[src/rtl/strap_latch.sv]
module strap_latch #(
  parameter int ADDR_W = 24
) (
  input  logic              clk,
  input  logic              rst_n,
  input  logic [ADDR_W-1:0] addr_pad_i,
  input  logic [ADDR_W-1:0] addr_core_i,
  output logic [ADDR_W-1:0] addr_pad_o,
  output logic              addr_oe_o,
  output logic [ADDR_W-1:0] cfg_o,
  output logic [1:0]        core_sel_o,
  output logic              strap_bad_o,
  output logic              pci_66m_o,
  output logic              pci_arb_en_o,
  output logic              pci_host_o,
  output logic              flash_8bit_o,
  input  logic              rd_en_i,
  output logic [ADDR_W-1:0] rd_data_o
);
  localparam int SPD_HI  = 23;
  localparam int SPD_LO  = 21;
  localparam int PCI66_B = 4;
  localparam int ARB_B   = 2;
  localparam int HOST_B  = 1;
  localparam int FW_B    = 0;

  logic [ADDR_W-1:0] cfg_q;
  logic              done_q;
  logic [2:0]        spd;

  always_ff @(posedge clk or negedge rst_n) begin
    if (!rst_n) begin
      cfg_q  <= '0;
      done_q <= 1'b0;
    end else if (!done_q) begin
      cfg_q  <= addr_pad_i;
      done_q <= 1'b1;
    end
  end

  assign spd = cfg_q[SPD_HI:SPD_LO];

  always_comb begin
    core_sel_o  = 2'd0;
    strap_bad_o = 1'b0;
    case (spd)
      3'b100: core_sel_o = 2'd2;
      3'b001: core_sel_o = 2'd1;
      3'b011: core_sel_o = 2'd0;
      default: strap_bad_o = done_q;
    endcase
  end

  assign addr_oe_o    = done_q;
  assign addr_pad_o   = done_q ? addr_core_i : '0;
  assign cfg_o        = cfg_q;
  assign pci_66m_o    = cfg_q[PCI66_B];
  assign pci_arb_en_o = cfg_q[ARB_B];
  assign pci_host_o   = cfg_q[HOST_B];
  assign flash_8bit_o = cfg_q[FW_B];
  assign rd_data_o    = rd_en_i ? cfg_q : '0;
endmodule

[config.mk]
export PLATFORM = sky130hd
export DESIGN_NAME = strap_latch
export DESIGN_NICKNAME = d
export VERILOG_FILES = /design/src/rtl/strap_latch.sv
export SDC_FILE = /design/constraint.sdc
export NUM_CORES = 1
export LEC_CHECK = 0
export BUFFER_PORTS_ARGS = -buffer_cell sky130_fd_sc_hd__buf_2
export CORE_MARGIN = 2
export CORE_UTILIZATION = 32
export DETAILED_ROUTE_END_ITERATION = 10
export PLACE_DENSITY = 0.79
export SKIP_LAST_GASP = 1
export SLEW_MARGIN = 10
export SYNTH_ARGS = -nofsm -noshare
export SYNTH_HDL_FRONTEND = slang
export SYNTH_SLANG_ARGS = --single-unit
[constraint.sdc]
create_clock -name clk -period 1.1 [get_ports clk]
set_clock_uncertainty 0.15 [all_clocks]
set_input_delay 0.165 -clock clk [delete_from_list [all_inputs] [get_ports clk]]
set_output_delay 0.165 -clock clk [all_outputs]
set_load 0.05 [all_outputs]
==> run metrics, run 1 <==
WL/cell=23.1 um; Syn Inst Count=113; nets@finish=353; CP max stage cell=dfrtp_2; placer's final routability congestion estimate=0.705; Worst Path Arrival=1.37 ns; f_max=593 MHz; endpoints failing setup=104; worst path cell trace=nor3b_4 > and3b_2 > buf_6; DIE HEIGHT=68.1 um; CORE AREA=3970 um2; Yosys cell types=12; syn_area_per_cell=11.6 um2; delay-heaviest family, CP=simple AND/OR/NAND/NOR gates; CTS root buffer=clkbuf_8; antenna diode count=0; Rows=23; DP Wirelength=2.94 mm; Clk pin slew, worst setup/hold paths=0.10 ns; failing checks=negative setup slack; Worst-Skew Late Latency=0.27 ns; Critical R2R Launch=addr_oe_o; Synth Register Bits=25; Max stage delay on crit path=0.46 ns; setup slack, reg-to-reg=-0.35 ns; DRT antenna net count=0; CP Depth=3; Synth Warn #=0; crit start category=register; Total GRT Usage=27.4%; pre-CTS setup slack=-0.229 ns; fillers=123; RSZ-0062 raised after global routing=true; Leak Pwr=1.82 nW; CP Buf/Inv Count=1; multi-input logic area=826 um2; Hold/Removal Path Class=primary input to asynchronous set/reset pin; Die W=68.1 um; DR iter-0 viols=92; largest net degree at the start of global routing=26; Pwr Total=4.20 mW; fin worst setup slack=-0.588 ns; GR met1 Demand/Resource=30.7%; first-pass GRT wire length=8.94 mm; clock tree buffer depth=2; Final period util=153%; most common cell after layout, fill and taps aside=buf_6; Critical Path Sink Type=primary output; sequential cell area fraction in the yosys report=47.6%; initial core utilization=33.1%; most frequent cells in the layout=buf_6 (60), buf_2 (49), and2_4 (48), buf_8 (37); layout cells sized above 1=91.0%; via count=1710; WP data required=0.78 ns; critical register-to-register path endpoint=cfg_o[11]; residual DRC count=0; post-synthesis cell area=1310 um2; VDD IR max=0.000827 V; Max Transition Viols Final=0; pwr dens=1160 nW/um2; status=complete, but fails checks; Ports=131; max cap viols=0; H-tree depth=1; Port Buffers=130; path depth of the worst reg2reg path=4; total CTS buffers=3; syn nets=164; Register Area=657 um2; crit path max fanout=2; vias per cell=4.87; met2 usage=49.2%; vias in the first global route=1598; busiest grt layer=met2; DR pass1 iterations=4; Final Hold Viols=0; fin crit period=1.69 ns; grt total ovfl=0; critical path class=register to primary output; CTS tree=done; die area=4630 um2; area grow syn2layout=176%; total clock sinks=25; GR Layer Usage met3=8.72%; Detailed Route WL=8.10 mm; initial antenna violation count=1
## cell families (layout without fill, tap and decap cells)
family,count (synthesis),count (layout),share of synthesized area [%]
flip-flops,25,25,47.6
buffers and inverters,11,199,6.67
AND/OR/NAND/NOR,52,52,24.9
other,1,1,0.285
multiplexers,24,24,20.6
## final cells by class
type                            instances  area share (%)
Multi-Input combinational cell         77            22.8
Sequential cell                        25            18.1
Clock inverter                          1           0.138
Clock buffer                            3            1.14
Timing Repair Buffer                  195            56.1
Tap cell                               50            1.73
## flip-flops by register name, indices dropped and copies added (netlist names)
name / flops
addr_oe_o: 1
cfg_o: 24
## per-stage QoR
step / utilization [%] / cell area, um2 / TNS [ns] / instances / hold slack (ns)
floorplan: - / 1580 / -13.45 / 113 / -0.281
global placement: 57.6 / 2290 / -8.09 / 290 / 0.0340
detailed placement: 57.6 / 2290 / -8.96 / 290 / 0.0340
CTS: 83.4 / 3310 / -25.49 / 333 / 0.00200
global route: 91.2 / 3620 / -31.90 / 351 / 0.232
finish: 91.2 / 3620 / -29.25 / 351 / 0.221
## synth_stat cells
cell type	count	area share (%)
nor3b_1	1	0.57
and2_1	48	23
clkbuf_1	2	0.57
nor2_1	1	0.29
mux2_2	24	21
buf_2	1	0.38
buf_6	4	3.4
and3b_1	1	0.67
buf_4	4	2.3
conb_1	1	0.29
dfrtp_1	25	48
nand2b_1	1	0.48
## repair_timing
item / CTS / global route
pin swaps: 21 / 1
hold endpoints to repair: 48 / 1
hold buffers: 24 / 1
buffers inserted: 14 / 18
cloned: 1 / 2
gates resized for setup: 189 / 46
setup endpoints to repair: 104 / 129
## report_power, final
group	switching (mW)	internal (mW)	total (mW)
logic	1.30	1.16	2.47
registers	0.128	1.03	1.15
clock network	0.326	0.255	0.580
## per-layer routing
metal	vias up	routed length [um]
met4	2	241
met5	-	13
li1	732	-
met3	24	788
met2	116	4070
met1	836	2990
## how the worst max path moves through the flow
stage | slack [ns] | to | startpoint
after floorplan | -0.67 | strap_bad_o | cfg_o[23]
after global placement | -0.21 | addr_pad_o[3] | addr_oe_o
after detailed placement | -0.23 | addr_pad_o[11] | addr_oe_o
after CTS | -0.48 | strap_bad_o | cfg_o[22]
after global routing | -0.60 | strap_bad_o | cfg_o[22]
final | -0.59 | strap_bad_o | cfg_o[22]
Note: power is estimated with default switching activity, not from simulation.
==> run 2: changes to the inputs <==
==> constraint.sdc (replaced) <==
create_clock -name clk -period 1.1 [get_ports clk]
set_clock_uncertainty 0.15 [all_clocks]
set_input_delay 0.055 -clock clk [delete_from_list [all_inputs] [get_ports clk]]
set_output_delay 0.055 -clock clk [all_outputs]
set_load 0.05 [all_outputs]
==> run metrics, run 2 (synthesis gave the netlist of run 1 again) <==
status=complete, but fails checks; failing checks=negative setup slack; via count=1524; Final Hold Slack=0.180 ns; fin crit period=1.54 ns; Register Area=657 um2; Final period util=140%; worst setup path endpoint=strap_bad_o; Final Cell Area=3400 um2; initial antenna violation count=0; WP data required=0.89 ns; max cap viols=0; DR pass1 iterations=4; total CTS buffers=3; grt total ovfl=0; Worst-Skew Late Latency=0.26 ns; crit start category=register; fin worst setup slack=-0.436 ns; setup slack, reg-to-reg=-0.28 ns; CTS tree=done; worst path cell trace=nor3b_4 > and3b_2 > buf_6; fillers=178; RSZ-0062 raised after global routing=true; critical path startpoint=cfg_o[22]; nets@finish=343; Critical Path Sink Type=primary output; residual DRC count=0; path depth of the worst reg2reg path=3; Sw Pwr=1.62 mW; vias in the first global route=1566; Largest register FFs=24; Hold/Removal Path Class=primary input to asynchronous set/reset pin; antenna diode count=0; pwr dens=1160 nW/um2; WL/cell=18.4 um; H-tree depth=1; most frequent cells in the layout=buf_2 (50), and2_4 (48), buf_8 (35), buf_6 (35), buf_4 (34); largest net degree at the start of global routing=26; critical path class=register to primary output; initial core utilization=33.1%; area grow syn2layout=159%; DR iter-0 viols=39; CTS root buffer=clkbuf_8; setup total negative slack=-19.34 ns; Die W=68.1 um; Max Transition Viols Final=0; die area=4630 um2; Detailed Route WL=6.26 mm; total clock sinks=25; sw frac=40.9%; vias per cell=4.47; cell-internal power=2.33 mW; multi-input logic area=827 um2; Gate power share=57.3%; DP Wirelength=2.96 mm; critical register-to-register path endpoint=cfg_o[1]; layout cells sized above 1=90.4%; Worst Path Arrival=1.33 ns; most common cell after layout, fill and taps aside=buf_2; pre-CTS setup slack=-0.145 ns; Port Buffers=130; crit path max fanout=2; first-pass GRT wire length=8.01 mm; Clk pin slew, worst setup/hold paths=0.09 ns; DP Area=2270 um2; CORE AREA=3970 um2; Rows=23; Slew HR=61.3%; Critical R2R Launch=addr_oe_o; Leak Pwr=1.72 nW; clock tree buffer depth=2; f_max=651 MHz; CP max stage cell=dfrtp_2; Final Hold Viols=0; Tightest Pin Transition=0.580 ns; placer's final routability congestion estimate=0.730; DIE HEIGHT=68.1 um; Pwr Total=3.95 mW; endpoints failing setup=89; Ports=131; VDD IR max=0.000672 V; sequential share of power=28.8%; Total GRT Usage=23.6%; Max stage delay on crit path=0.44 ns; DRT antenna net count=0; Clock Power Share=13.9%
[run 2: cell types whose count changed in the layout (fill, tap and decap cells not counted), moves of 2 or more]
cell	previous run	this run
buf_6	60	35
buf_4	14	34
buf_12	7	4
buf_8	37	35
[run 2: layer usage]
layer  share of wire, %  wire (um)  vias up  track usage, %
met5                  0          0        -               0
li1                   -          -      709               -
met2                 51       3210       90            45.6
met1                 39       2420      719            26.2
met3                8.7        546        6            5.26
met4                1.2         78        0            4.50
[run 2: metrics by stage]
stage               cells  utilization [%]
floorplan             113                -
global route          341             85.5
detailed placement    289             57.2
finish                341             85.5
global placement      289             57.2
CTS                   328             78.8
[run 2: power groups by stage]
stage | registers, mW | logic (mW) | clock network, mW
6_report | 1.13 | 2.26 | 0.549
4_1_cts | 1.11 | 2.07 | 0.553
3_5_place_dp | 1.12 | 1.57 | 0
3_3_place_gp | 1.12 | 1.56 | 0
5_1_grt | 1.14 | 2.34 | 0.598
2_1_floorplan | 1.44 | 0.879 | 0
[run 2: what timing repair did]
item,4_1_cts,5_1_grt
hold buffers,25,0
setup buffers,10,11
resized for setup,171,38
endpoints found under the setup margin,102,102
cloned,0,3
endpoints found under the hold margin,49,0
pin swaps,0,1
[run 2: how the worst min path moves through the flow]
stage	start	end	slack [ns]
global route	rst_n	cfg_o[14]	0.22
CTS	rst_n	cfg_o[19]	0.18
finish	rst_n	cfg_o[18]	0.18
floorplan	rst_n	addr_oe_o	-0.39
global placement	rst_n	cfg_o[11]	-0.08
detailed placement	rst_n	cfg_o[13]	-0.08
[run 2: final cells by class]
cell class / count / share of cell area (%)
Tap cell: 50 / 1.84
Multi-Input combinational cell: 77 / 24.3
Timing Repair Buffer: 185 / 53.1
Clock buffer: 4 / 1.33
Sequential cell: 25 / 19.3
[run 2: critical path: cells and delay by family, from the launching register on]
kind | cells | cell delay (ns)
AND/OR/NAND/NOR | 2 | 0.48
flip-flops | 1 | 0.44
buffers and inverters | 1 | 0.15
==> run 3: changes to the inputs <==
--- a/config.mk
+++ b/config.mk
@@ -6,10 +6,11 @@
 export NUM_CORES = 1
 export LEC_CHECK = 0
 export BUFFER_PORTS_ARGS = -buffer_cell sky130_fd_sc_hd__buf_2
+export CORE_ASPECT_RATIO = 0.6
 export CORE_MARGIN = 2
-export CORE_UTILIZATION = 32
+export CORE_UTILIZATION = 36
 export DETAILED_ROUTE_END_ITERATION = 10
-export PLACE_DENSITY = 0.79
+export PLACE_DENSITY = 0.84
 export SKIP_LAST_GASP = 1
 export SLEW_MARGIN = 10
 export SYNTH_ARGS = -nofsm -noshare
==> constraint.sdc (replaced) <==
create_clock -name clk -period 1.6 [get_ports clk]
set_clock_uncertainty 0.15 [all_clocks]
set_input_delay 0.08 -clock clk [delete_from_list [all_inputs] [get_ports clk]]
set_output_delay 0.08 -clock clk [all_outputs]
set_load 0.05 [all_outputs]
==> run metrics, run 3 (synthesis gave the netlist of run 1 again) <==
first-pass GRT wire length=5.97 mm; CTS tree=done; CORE AREA=3360 um2; grt total ovfl=0; Worst-Skew Late Latency=0.26 ns; sequential share of power=35.0%; vias in the first global route=1353; RSZ-0062 raised after global routing=false; cell-internal power=1.18 mW; Clock Power Share=17.0%; most common cell after layout, fill and taps aside=buf_2; Clk pin slew, worst setup/hold paths=0.08 ns; WL/cell=12.5 um; Rows=16; setup total negative slack=0 ns; clock tree buffer depth=2; endpoints failing setup=0; fillers=287; Sw Pwr=0.958 mW; Total GRT Usage=18.9%; Ports=131; via count=1366; max cap viols=0; placer's final routability congestion estimate=0.740; pwr dens=922 nW/um2; Max Transition Viols Final=0; multi-input logic area=613 um2; status=complete, no violations; DIE HEIGHT=50.8 um; layout cells sized above 1=63.4%; Detailed Route WL=3.93 mm; largest net degree at the start of global routing=26; total CTS buffers=3; fin crit period=1.54 ns; Hold/Removal Path Class=primary input to asynchronous set/reset pin; initial antenna violation count=0; Final Hold Viols=0; Worst Path Arrival=1.31 ns; Largest register FFs=24; Pwr Total=2.13 mW; crit start category=register; Tightest Pin Transition=0.569 ns; vias per cell=4.36; Register Area=631 um2; residual DRC count=0; H-tree depth=1; DP Wirelength=2.90 mm; most frequent cells in the layout=buf_2 (129), and2_1 (48), dlygate4sd3_1 (25), mux2_2 (24), dfrtp_1 (21); DR pass1 iterations=4; WP data required=1.37 ns; initial core utilization=39.1%; Final Hold Slack=0.198 ns; DR iter-0 viols=14; total clock sinks=25; die area=4160 um2; Port Buffers=130; nets@finish=320; antenna diode count=0; Gate power share=48.0%; Critical Path Sink Type=primary output; CTS root buffer=clkbuf_8; Final period util=96.1%; Leak Pwr=1.25 nW; VDD IR max=0.000490 V; sw frac=44.9%; crit path max fanout=5; critical path class=register to primary output; Slew HR=62.0%; Die W=82.0 um; DRT antenna net count=0; area grow syn2layout=76.1%; f_max=651 MHz
==> run 3: cell types whose count changed in the layout (fill, tap and decap cells not counted), moves of 27 or more <==
cell,change
and2_4,-48
buf_8,-35
buf_6,-35
buf_4,-27
buf_2,+79
and2_1,+48
==> run 3: routing by layer <==
metal | routed length [um] | vias to the layer above | share of wire (%) | global-route usage [%]
met5 | 0 | - | 0 | 0
met4 | 29 | 0 | 0.74 | 6.67
met3 | 244 | 2 | 6.2 | 2.88
met2 | 2310 | 52 | 59 | 38.6
met1 | 1350 | 648 | 34 | 18.9
li1 | - | 664 | - | -
==> run 3: critical path, cell delays in order, from the launching register on <==
cell	delay, ns
dfrtp_2	0.45
nor3b_4	0.18
and3b_2	0.23
buf_4	0.19
==> run 3: power by group through the flow <==
| stage | logic (mW) | clock network, mW | registers, mW |
|---|---|---|---|
| after floorplan | 0.516 | 0 | 0.974 |
| after global placement | 0.956 | 0 | 0.758 |
| after detailed placement | 0.964 | 0 | 0.764 |
| after CTS | 1.02 | 0.378 | 0.749 |
| after global routing | 1.07 | 0.418 | 0.757 |
| final | 1.02 | 0.363 | 0.746 |
==> run 3: area by class of cell <==
type	count	area share, %
clock buffer	4	1.95
sequential	25	27.3
tap	45	2.43
multi-input combinational	77	26.5
timing repair buffer	162	41.9
==> run 3: final timing paths <==
| path | start | end | slack (ns) | cells after the start |
|---|---|---|---|---|
| worst max-delay path | cfg_o[21] | strap_bad_o | 0.06 | 3 |
| worst min-delay path | rst_n | cfg_o[14] | 0.20 | 2 |
| worst max register to register | addr_oe_o | cfg_o[2] | 0.27 | 3 |
| worst min register to register | cfg_o[10] | cfg_o[10] | 0.38 | 1 |
| max in group asynchronous | rst_n | cfg_o[22] | 0.69 | 2 |
| min in group clk | cfg_o[10] | cfg_o[10] | 0.38 | 1 |
==> run 3: repair_timing <==
item,CTS,global route
endpoints found under the setup margin,4,1
hold endpoints to repair,49,0
buffers inserted,3,1
pin swaps,0,0
hold buffers,25,0
gates resized for setup,0,2
==> run 3: per-stage QoR <==
step / setup slack [ns] / instance area (um2) / instances / util [%]
after floorplan: -0.0890 / 1330 / 113 / -
after global placement: 0.314 / 1990 / 280 / 59.0
after detailed placement: 0.277 / 1990 / 280 / 59.0
after CTS: 0.0217 / 2300 / 312 / 68.5
after global routing: 0.000619 / 2310 / 313 / 68.8
final: 0.0629 / 2310 / 313 / 68.8
